`config.mk`:
```
export PLATFORM = sky130hd
export DESIGN_NAME = cqp_poster
export DESIGN_NICKNAME = d
export VERILOG_FILES = /design/src/rtl/cqp_pkg.sv /design/src/rtl/cqp_ring_ctx.sv /design/src/rtl/cqp_out_stage.sv /design/src/rtl/cqp_poster.sv
export SDC_FILE = /design/constraint.sdc
export NUM_CORES = 1
export LEC_CHECK = 0
export BUFFER_PORTS_ARGS = -buffer_cell sky130_fd_sc_hd__buf_2
export CAP_MARGIN = 40
export CORE_AREA = 2 2 201 203
export DETAILED_ROUTE_END_ITERATION = 12
export DIE_AREA = 0 0 203 205
export GPL_TIMING_DRIVEN = 0
export PLACE_DENSITY = 0.76
export SLEW_MARGIN = 30
export SYNTH_ARGS = -nofsm -noshare
export SYNTH_HDL_FRONTEND = slang
export SYNTH_HIERARCHICAL = 1
export SYNTH_SLANG_ARGS = --single-unit
```
`constraint.sdc`:
```
create_clock -name clk -period 5 [get_ports clk]
set_input_delay 0.75 -clock clk [delete_from_list [all_inputs] [get_ports clk]]
set_output_delay 0.75 -clock clk [all_outputs]
set_load 0.005 [all_outputs]
```
`src/rtl/cqp_pkg.sv`:
```
`timescale 1ns/1ps
package cqp_pkg;

  localparam int ENTRY_BYTES = 16;
  localparam int ENTRY_W     = ENTRY_BYTES * 8;
  localparam int ENTRY_SHIFT = $clog2(ENTRY_BYTES);
  localparam int STATUS_W    = 15;

  typedef struct packed {
    logic [15:0]         sqid;
    logic [15:0]         sqhd;
    logic [15:0]         cid;
    logic [STATUS_W-1:0] status;
  } cpl_req_t;

  // Entry image: dword3 = status|phase|cid, dword2 = sqid|sqhd, dword1/0 zero
  function automatic logic [ENTRY_W-1:0] pack_entry(input cpl_req_t r, input logic phase);
    return {r.status, phase, r.cid, r.sqid, r.sqhd, 64'd0};
  endfunction

endpackage

```
`src/rtl/cqp_ring_ctx.sv`:
```
`timescale 1ns/1ps
module cqp_ring_ctx #(
  parameter int PTR_W = 12
) (
  input  logic             clk,
  input  logic             rst_n,
  input  logic             ctrl_en,
  input  logic [PTR_W-1:0] last_idx,
  input  logic             take,
  input  logic             hdb_wr,
  input  logic [PTR_W-1:0] hdb_val,
  output logic [PTR_W-1:0] tail,
  output logic             phase,
  output logic             full
);

  logic [PTR_W-1:0] tail_q, head_q, tail_nxt;
  logic             phase_q, at_end;

  function automatic logic [PTR_W-1:0] ring_step(input logic [PTR_W-1:0] p,
                                                 input logic [PTR_W-1:0] lst);
    return (p == lst) ? '0 : p + 1'b1;
  endfunction

  assign at_end   = (tail_q == last_idx);
  assign tail_nxt = ring_step(tail_q, last_idx);
  assign full     = (tail_nxt == head_q);
  assign tail     = tail_q;
  assign phase    = phase_q;

  always_ff @(posedge clk) begin
    if (!rst_n || !ctrl_en) begin
      tail_q  <= '0;
      head_q  <= '0;
      phase_q <= 1'b1;
    end else begin
      if (take) begin
        tail_q <= tail_nxt;
        if (at_end) phase_q <= ~phase_q;
      end
      if (hdb_wr) head_q <= hdb_val;
    end
  end

  // the slot just filled never becomes the host's head position
  assert_no_overflow_R3: assert property (@(posedge clk) disable iff (!rst_n || !ctrl_en)
    take && !hdb_wr |=> tail_q != head_q);

  assert_tail_wrap_R4: assert property (@(posedge clk) disable iff (!rst_n || !ctrl_en)
    take && at_end |=> tail_q == '0);

  assert_phase_flip_R5: assert property (@(posedge clk) disable iff (!rst_n || !ctrl_en)
    take && at_end |=> phase_q != $past(phase_q));

  assert_phase_hold_R5: assert property (@(posedge clk) disable iff (!rst_n || !ctrl_en)
    !(take && at_end) |=> $stable(phase_q));

  assert_disable_clear_R9: assert property (@(posedge clk) disable iff (!rst_n)
    !ctrl_en |=> tail_q == '0 && head_q == '0 && phase_q);

endmodule

```
`src/rtl/cqp_out_stage.sv`:
```
`timescale 1ns/1ps
module cqp_out_stage
  import cqp_pkg::*;
#(
  parameter int NUM_CQ = 4,
  parameter int ADDR_W = 48,
  parameter int QID_W  = 2
) (
  input  logic               clk,
  input  logic               rst_n,
  input  logic               ctrl_en,
  input  logic               load,
  input  logic [ADDR_W-1:0]  load_addr,
  input  logic [ENTRY_W-1:0] load_data,
  input  logic [QID_W-1:0]   load_qid,
  input  logic [NUM_CQ-1:0]  int_en,
  input  logic               wr_ready,
  output logic               busy,
  output logic [ADDR_W-1:0]  wr_addr,
  output logic [ENTRY_W-1:0] wr_data,
  output logic               fire,
  output logic               irq_pulse,
  output logic [QID_W-1:0]   irq_qid
);

  logic [QID_W-1:0] qid_q;

  assign fire = busy && wr_ready;

  always_ff @(posedge clk) begin
    if (!rst_n) begin
      busy      <= 1'b0;
      wr_addr   <= '0;
      wr_data   <= '0;
      qid_q     <= '0;
      irq_pulse <= 1'b0;
      irq_qid   <= '0;
    end else begin
      irq_pulse <= fire && int_en[qid_q];
      irq_qid   <= qid_q;
      if (!ctrl_en) begin
        busy <= 1'b0;
      end else if (load) begin
        busy    <= 1'b1;
        wr_addr <= load_addr;
        wr_data <= load_data;
        qid_q   <= load_qid;
      end else if (fire) begin
        busy <= 1'b0;
      end
    end
  end

  assert_stall_hold_R7: assert property (@(posedge clk) disable iff (!rst_n || !ctrl_en)
    busy && !wr_ready |=> busy && $stable(wr_addr) && $stable(wr_data));

  assert_irq_after_write_R8: assert property (@(posedge clk) disable iff (!rst_n)
    irq_pulse |-> $past(fire));

  assert_irq_single_R8: assert property (@(posedge clk) disable iff (!rst_n)
    irq_pulse |=> !irq_pulse);

endmodule

```
`src/rtl/cqp_poster.sv`:
```
`timescale 1ns/1ps
module cqp_poster
  import cqp_pkg::*;
#(
  parameter  int NUM_CQ = 4,
  parameter  int PTR_W  = 12,
  parameter  int ADDR_W = 48,
  localparam int QID_W  = (NUM_CQ > 1) ? $clog2(NUM_CQ) : 1
) (
  input  logic                     clk,
  input  logic                     rst_n,
  input  logic                     ctrl_en,
  input  logic [NUM_CQ*ADDR_W-1:0] cq_base,
  input  logic [NUM_CQ*PTR_W-1:0]  cq_last,
  input  logic [NUM_CQ-1:0]        cq_int_en,
  input  logic                     req_valid,
  output logic                     req_ready,
  input  logic [QID_W-1:0]         req_cqid,
  input  logic [15:0]              req_sqid,
  input  logic [15:0]              req_sqhd,
  input  logic [15:0]              req_cid,
  input  logic [STATUS_W-1:0]      req_status,
  input  logic                     hdb_valid,
  input  logic [QID_W-1:0]         hdb_qid,
  input  logic [PTR_W-1:0]         hdb_head,
  output logic                     wr_valid,
  input  logic                     wr_ready,
  output logic [ADDR_W-1:0]        wr_addr,
  output logic [ENTRY_W-1:0]       wr_data,
  output logic                     irq_pulse,
  output logic [QID_W-1:0]         irq_qid
);

  logic [PTR_W-1:0]  tail_v [NUM_CQ];
  logic [NUM_CQ-1:0] phase_v, full_v, take_v, hdb_v;
  logic              busy, fire, accept;
  logic [ADDR_W-1:0] sel_base, slot;
  cpl_req_t          rq;

  function automatic logic [ADDR_W-1:0] slot_addr(input logic [ADDR_W-1:0] base,
                                                  input logic [PTR_W-1:0]  idx);
    return base + (ADDR_W'(idx) << ENTRY_SHIFT);
  endfunction

  generate
    for (genvar g = 0; g < NUM_CQ; g++) begin : g_ring
      assign take_v[g] = accept && (req_cqid == QID_W'(g));
      assign hdb_v[g]  = hdb_valid && (hdb_qid == QID_W'(g));
      cqp_ring_ctx #(.PTR_W(PTR_W)) u_ring (
        .clk      (clk),
        .rst_n    (rst_n),
        .ctrl_en  (ctrl_en),
        .last_idx (cq_last[g*PTR_W +: PTR_W]),
        .take     (take_v[g]),
        .hdb_wr   (hdb_v[g]),
        .hdb_val  (hdb_head),
        .tail     (tail_v[g]),
        .phase    (phase_v[g]),
        .full     (full_v[g])
      );
    end
  endgenerate

  assign req_ready = ctrl_en && !busy && !full_v[req_cqid];
  assign accept    = req_valid && req_ready;
  assign sel_base  = cq_base[req_cqid*ADDR_W +: ADDR_W];
  assign slot      = slot_addr(sel_base, tail_v[req_cqid]);
  assign rq        = '{sqid: req_sqid, sqhd: req_sqhd, cid: req_cid, status: req_status};
  assign wr_valid  = busy;

  cqp_out_stage #(.NUM_CQ(NUM_CQ), .ADDR_W(ADDR_W), .QID_W(QID_W)) u_out (
    .clk       (clk),
    .rst_n     (rst_n),
    .ctrl_en   (ctrl_en),
    .load      (accept),
    .load_addr (slot),
    .load_data (pack_entry(rq, phase_v[req_cqid])),
    .load_qid  (req_cqid),
    .int_en    (cq_int_en),
    .wr_ready  (wr_ready),
    .busy      (busy),
    .wr_addr   (wr_addr),
    .wr_data   (wr_data),
    .fire      (fire),
    .irq_pulse (irq_pulse),
    .irq_qid   (irq_qid)
  );

  // a pending write keeps new requests out
  assert_one_inflight_R7: assert property (@(posedge clk) disable iff (!rst_n)
    wr_valid && !wr_ready |=> !(req_valid && req_ready) || !$past(ctrl_en) || !ctrl_en);

endmodule

```
Word level (Yosys, flattened, before mapping):

Cells that the tools add are included.

* bitwise logic cells: 5
* $add $sub $neg: 5
* magnitude comparators: 3
* mux-type cells: 15
* $mul: 1
* shift-type cells: 1
* reduce and logical (&&, ||, !) cells: 27
* div/mod/pow operators: 0
* equal/unequal tests: 14

Operators by type and width (number)
* 192-bit by 9-bit indexed part select with 48-bit output: 1
* 12-bit == test: 8
* 12-bit two-way mux: 6
* 12-bit by 1-bit adder with 12-bit output, second input constant: 4
* 48-bit by 16-bit adder with 48-bit output: 1
* 12-bit binary-select mux with 2-bit select: 1
* 1-bit logical AND: 13
* 2-bit AND reduction: 6
* 2-bit == test, second input constant: 4
* 1-bit binary-select mux with 2-bit select: 3
* 2-bit by 3-bit less-than comparator with 1-bit output, second input constant: 2
* 1-bit two-way mux: 5
* 2-bit by 1-bit == test with 1-bit output, second input constant: 2
* 1-bit logical NOT: 4
* 2-bit logical NOT: 2
* 2-bit by 2-bit multiplier with 4-bit output, second input constant: 1
* 1-bit NOT: 4
* 3-bit greater-or-equal comparator, second input constant: 1
* 2-bit NOT with 3-bit output: 1
* 2-bit nonzero test: 1
* 1-bit logical OR: 1

* output and inout port bits: 181
* bits in latches: 0
* memories kept: 0
* bits in registers: 218
* RAM bits: 0
* bits in read-only memories: 0
* input bits: 329
* logic and storage cells: 89

Longest topological paths before layout:

* word-level depth: 10
* mapped depth: 19
* mapped depth without buffers: 17

Modules after synthesis:

The synthesis kept the hierarchy.

Modules (own cells, without submodules)
* cqp_out_stage: area an instance 8381.8 um^2, instances 1, cells an instance 823, sequential area each 3643.5 um^2
* cqp_ring_ctx: area an instance 1854.3 um^2, instances 4, cells an instance 209, sequential area each 500.5 um^2
* cqp_poster: area an instance 2859.0 um^2, instances 1, cells an instance 275, sequential area each 0.0 um^2

Worst setup path before layout:

No wires, ideal clock.

* path type: input to register
* from: input port req_cqid[0]
* to: register u_out.wr_addr[27]
* path slack: 956 ps
* buffers on the path: 5
* data arrival time: 3974 ps
* stages: 15
* required time: 4930 ps
* library setup time: 70 ps
* cells stage by stage: buf_6 > buf_8 > buf_2 > buf_2 > mux4_2 > ha_1 > a21o_1 > a31o_2 > a21o_1 > or2_2 > clkbuf_1 > nand4_1 > xnor2_1 > nand3_1 > a21oi_1

* elaborated cells between the ends (all ways): 13
* those cells by class: 1 x add/sub; 1 x mul; 1 x shift; 5 x mux; 1 x bitwise; 4 x reduce/logical

RTL lines
* from (decl): line cqp_poster.sv:18 `input logic [QID_W-1:0] req_cqid,`
* parallel branches: the longest is 4 deep, another holds 2-bit by 2-bit multiplier with 4-bit output
* 48-bit by 16-bit adder with 48-bit output *: line cqp_poster.sv:42 `return base + (ADDR_W'(idx) << ENTRY_SHIFT);`
* via slot[27]: line cqp_poster.sv:37 `logic [ADDR_W-1:0] sel_base, slot;`
* to (signal assigned): line cqp_out_stage.sv:45 `wr_addr <= load_addr;`
* to (decl): line cqp_out_stage.sv:19 `output logic [ADDR_W-1:0] wr_addr,`

Mark *: on every way through the listed nets, which the timed path passes. The select of a mux whose other input is x is not followed.
A chain may end at the register's enable or synchronous reset.

Final worst setup path:

* from: register g_ring[3].u_ring.tail_q[1]
* to: register g_ring[0].u_ring.tail_q[0]

* word-level cells in the longest chain between the ends: 9
* elaborated cells between the ends (all ways): 10
* those cells by class: 1 x add/sub; 2 x eq/ne; 3 x mux; 4 x reduce/logical

Ends and longest elaborated chain
* from (decl): line cqp_ring_ctx.sv:17 `logic [PTR_W-1:0] tail_q, head_q, tail_nxt;`
* from (signal assigned): line cqp_ring_ctx.sv:38 `tail_q <= tail_nxt;`
* 12-bit by 1-bit adder with 12-bit output / 12-bit == test (equally long branches): line cqp_ring_ctx.sv:22 `return (p == lst) ? '0 : p + 1'b1;`
* 12-bit two-way mux *: line cqp_ring_ctx.sv:22
* 12-bit == test *: line cqp_ring_ctx.sv:27 `assign full = (tail_nxt == head_q);`
* via full_v[3]: line cqp_poster.sv:35 `logic [NUM_CQ-1:0] phase_v, full_v, take_v, hdb_v;`
* 1-bit binary-select mux with 2-bit select *: line cqp_poster.sv:64 `assign req_ready = ctrl_en && !busy && !full_v[req_cqid];`
* 1-bit two-way mux (implied by the code) *: line cqp_poster.sv:64
* 1-bit logical NOT *: line cqp_poster.sv:64
* 1-bit logical AND *: line cqp_poster.sv:64
* 1-bit logical AND *: line cqp_poster.sv:65 `assign accept = req_valid && req_ready;`
* 1-bit logical AND *: line cqp_poster.sv:47 `assign take_v[g] = accept && (req_cqid == QID_W'(g));`
* via take_v[0]: line cqp_poster.sv:35
* to (signal assigned): line cqp_ring_ctx.sv:38
* to (decl): line cqp_ring_ctx.sv:17

Mark *: on every way through the listed nets, which the timed path passes. The rest lies on a longest branch. The select of a mux whose other input is x is not followed.

==> run metrics <==
Seq. cell area=5650 sq um; Boundary Pins=510; global-route wire length before repair=98900 um; Placement Setup Slack=-274 ps; post-synth cell types=78; Site Rows=73; drt wl/cell=21.6 um; global-route congestion overflow total=0; Crit Reg-Reg Startpoint=g_ring[3].u_ring/tail[1]$_SDFFE_PP0P_; Flop pwr share=0.408; Slew Limit Headroom=0.440; Worst Path Required=5400 ps; Tcrit/Tclk final=0.999; most common flop cell mapped by yosys=dfxtp_1; antenna viol nets, final=0; TritonCTS clock tree=done; worst ir drop on vdd=0.000159 V; WS Path Type=register to register; initial drt markers=1644; Power Total=5.74 mW; TritonCTS Buffers=34; Sw Pwr=1.53 mW; setup violators final=0; drt drc=0; Cell Count, Final, Fillers Out=3092; Power Density=247 nW/um^2; IO Port Bufs=509; crit path DAT=5400 ps; Tightest Pin Transition=841 ps; final worst slack=3.20 ps; total internal power=4.21 mW; crit path launch=g_ring[3].u_ring/tail[1]$_SDFFE_PP0P_; Die X=203 um; number of flops mapped to enable cells by yosys=0; Clock power frac=0.433; height of the die=205 um; switching portion of total power=0.266; initial core utilization=0.474; unrepaired setup endpoints after global routing=true; area grow syn2layout=24.5%; DP HPWL=53200 um; RePlAce Congestion=0.921; max-cap violation count=0; Slew Viols, Final=0; vias in the first global route=17000; placed cell areas=22100 sq um; area of the multi-input gates=11900 sq um; Comb pwr share=0.159; worst skew pair latency=560 ps; Final nets=2890; number of vias per cell=5.79; GRT Util Overall=0.306; Fin. Hold Viols=0; status=finished, final reports clean; core area=39400 sq um; die area=41600 sq um; Worst setup SP type=register; share of cells above drive strength 1=0.373; CTS Root Cell=clkbuf_16; H-tree depth=2; post-synthesis register bit count=282; Detailed Routing Iterations Pass 1=6; final WL=66900 um; CP endpoint kind=register; r2r worst-path depth=14; r2r endpoint=g_ring[0].u_ring/tail[0]$_SDFFE_PP0P_; R2R setup slack=3 ps; worst setup path end=g_ring[0].u_ring/tail[0]$_SDFFE_PP0P_; ys async rst share=0; # clock sinks=282; fmax=0.200 GHz; sequential fraction of the synthesis area=0.303; Leak Pwr=9.77 nW; Hold Path Class=primary input to register; Final Critical Period=5000 ps; Syn. warnings=6; Worst-path clk slew=60 ps; CP max FO=10; fill cell count=3438; fin area=23200 sq um; Placed Cells=3032; Cells after Synth=1934; mapped cell area=18700 sq um; clk_skew=30.6 ps; largest net degree at the start of global routing=14; Avg Inst Size Synth=9.65 sq um; via count=17900; initial antenna violation count=2; clk buf depth=3
==> worst max-delay path, stage by stage (launching register included) <==
cell and delay (ps):
dfxtp_1 560, ha_2 390, nand3_4 160, or4_4 580, and3_1 190, o21ai_0 180, a222oi_1 160, nor4b_2 210
mux2_2 300, a2111oi_1 560, nand2_1 260, nor3_1 500, buf_1 510, mux2i_1 250, nor2_1 50
==> state kept, by name (all words and copies together), names as in the netlist <==
signal	count
g_ring.u_ring/tail	48
u_out/wr_addr	48
u_out/wr_data	128
g_ring.u_ring/phase	4
u_out/qid_q	2
u_out/irq_qid	2
g_ring.u_ring/head_q	48
u_out/irq_pulse	1
u_out/busy	1
==> timing repair <==
action                                 in CTS  in global routing
endpoints found under the hold margin       0                  0
buffers inserted                            0                  0
resized for setup                           0                 10
setup endpoints to repair                   0                133
hold buffers                                0                  0
==> how the worst min path moves through the flow <==
stage                                      startpoint                               to  slack [ps]  cells past startpoint
after floorplan           u_out/qid_q[1]$_SDFFE_PN0P_      u_out/irq_qid[1]$_SDFF_PN0_         450                      1
after global placement    u_out/qid_q[0]$_SDFFE_PN0P_      u_out/irq_qid[0]$_SDFF_PN0_         480                      1
final                                   req_status[7]  u_out/wr_data[120]$_SDFFE_PN0P_         470                      3
after global routing                    req_status[7]  u_out/wr_data[120]$_SDFFE_PN0P_         470                      3
after detailed placement  u_out/qid_q[1]$_SDFFE_PN0P_      u_out/irq_qid[1]$_SDFF_PN0_         490                      1
after CTS                               req_status[7]  u_out/wr_data[120]$_SDFFE_PN0P_         450                      3
==> power groups by stage <==
stage / Combinational [mW] / Clock (mW) / Sequential (mW)
global placement: 0.880 / 0 / 2.38
finish: 0.915 / 2.48 / 2.34
floorplan: 0.525 / 0 / 2.38
CTS: 0.902 / 2.52 / 2.34
global route: 0.975 / 2.61 / 2.35
detailed placement: 0.897 / 0 / 2.39
==> per-stage QoR <==
step	utilization	setup TNS, ps	hold slack [ps]
2_1_floorplan	-	0	446
3_3_place_gp	0.561	-6580	476
3_5_place_dp	0.562	-3120	489
4_1_cts	0.590	0	446
5_1_grt	0.590	-2190	470
6_report	0.590	0	469
==> layout by cell type, fill, tap and decap left out, types with 34 or more instances in the layout <==
master	instances
buf_2	569
buf_6	65
mux4_2	59
conb_1	64
o21ai_0	67
mux2i_1	57
clkbuf_16	34
nand3_1	221
xnor2_1	55
clkbuf_1	36
dfxtp_1	281
xor2_1	79
a21oi_1	133
nand2_1	73
a21oi_2	100
nor2_1	103
a21bo_1	151
==> synthesized netlist by cell type, types with 14 or more instances <==
cell | n | area [sq um]
o21ai_0 | 67 | 335
xor2_1 | 79 | 692
nand4_1 | 31 | 194
dfxtp_1 | 282 | 5650
xnor2_1 | 55 | 482
buf_6 | 64 | 721
a21bo_1 | 151 | 1510
inv_1 | 33 | 124
mux4_2 | 59 | 1330
a21oi_1 | 133 | 666
a21oi_2 | 100 | 876
and3_1 | 20 | 125
nand2_1 | 73 | 274
nor2_1 | 103 | 387
buf_2 | 59 | 295
nor3_1 | 14 | 70.1
nand2b_1 | 21 | 131
nand3_1 | 221 | 1110
ha_1 | 16 | 200
mux2i_1 | 57 | 571
a21bo_2 | 27 | 270
clkbuf_1 | 28 | 105
==> final cells by class <==
type | instances | area share
flip-flops and latches | 282 | 0.243
diodes | 1 | 0.000108
plain buffers | 172 | 0.0542
clock inverters | 8 | 0.00576
multi-input cells | 1508 | 0.511
clock buffers | 50 | 0.0418
repair buffers | 511 | 0.110
well taps | 525 | 0.0283
inverters | 35 | 0.00571
==> metal layers <==
metal	track usage	vias to the layer above	part of all wire
met5	0	-	0.00019
met4	0.114	2	0.035
met3	0.0692	135	0.088
met2	0.504	884	0.47
met1	0.393	8633	0.41
li1	-	8263	-
==> cell families after synthesis <==
| kind of cell | after synthesis | share of synthesized area |
|---|---|---|
| xor gates and xnor gates | 150 | 0.0825 |
| other | 1 | 0.000201 |
| AOI/OAI and AO/OA | 554 | 0.231 |
| DFF | 282 | 0.303 |
| and+or+nand+nor | 603 | 0.191 |
| buffers and inverters | 207 | 0.0743 |
| muxes | 120 | 0.107 |
| adders and majority gates | 17 | 0.0118 |
Note: power is estimated with default switching activity, not from simulation.
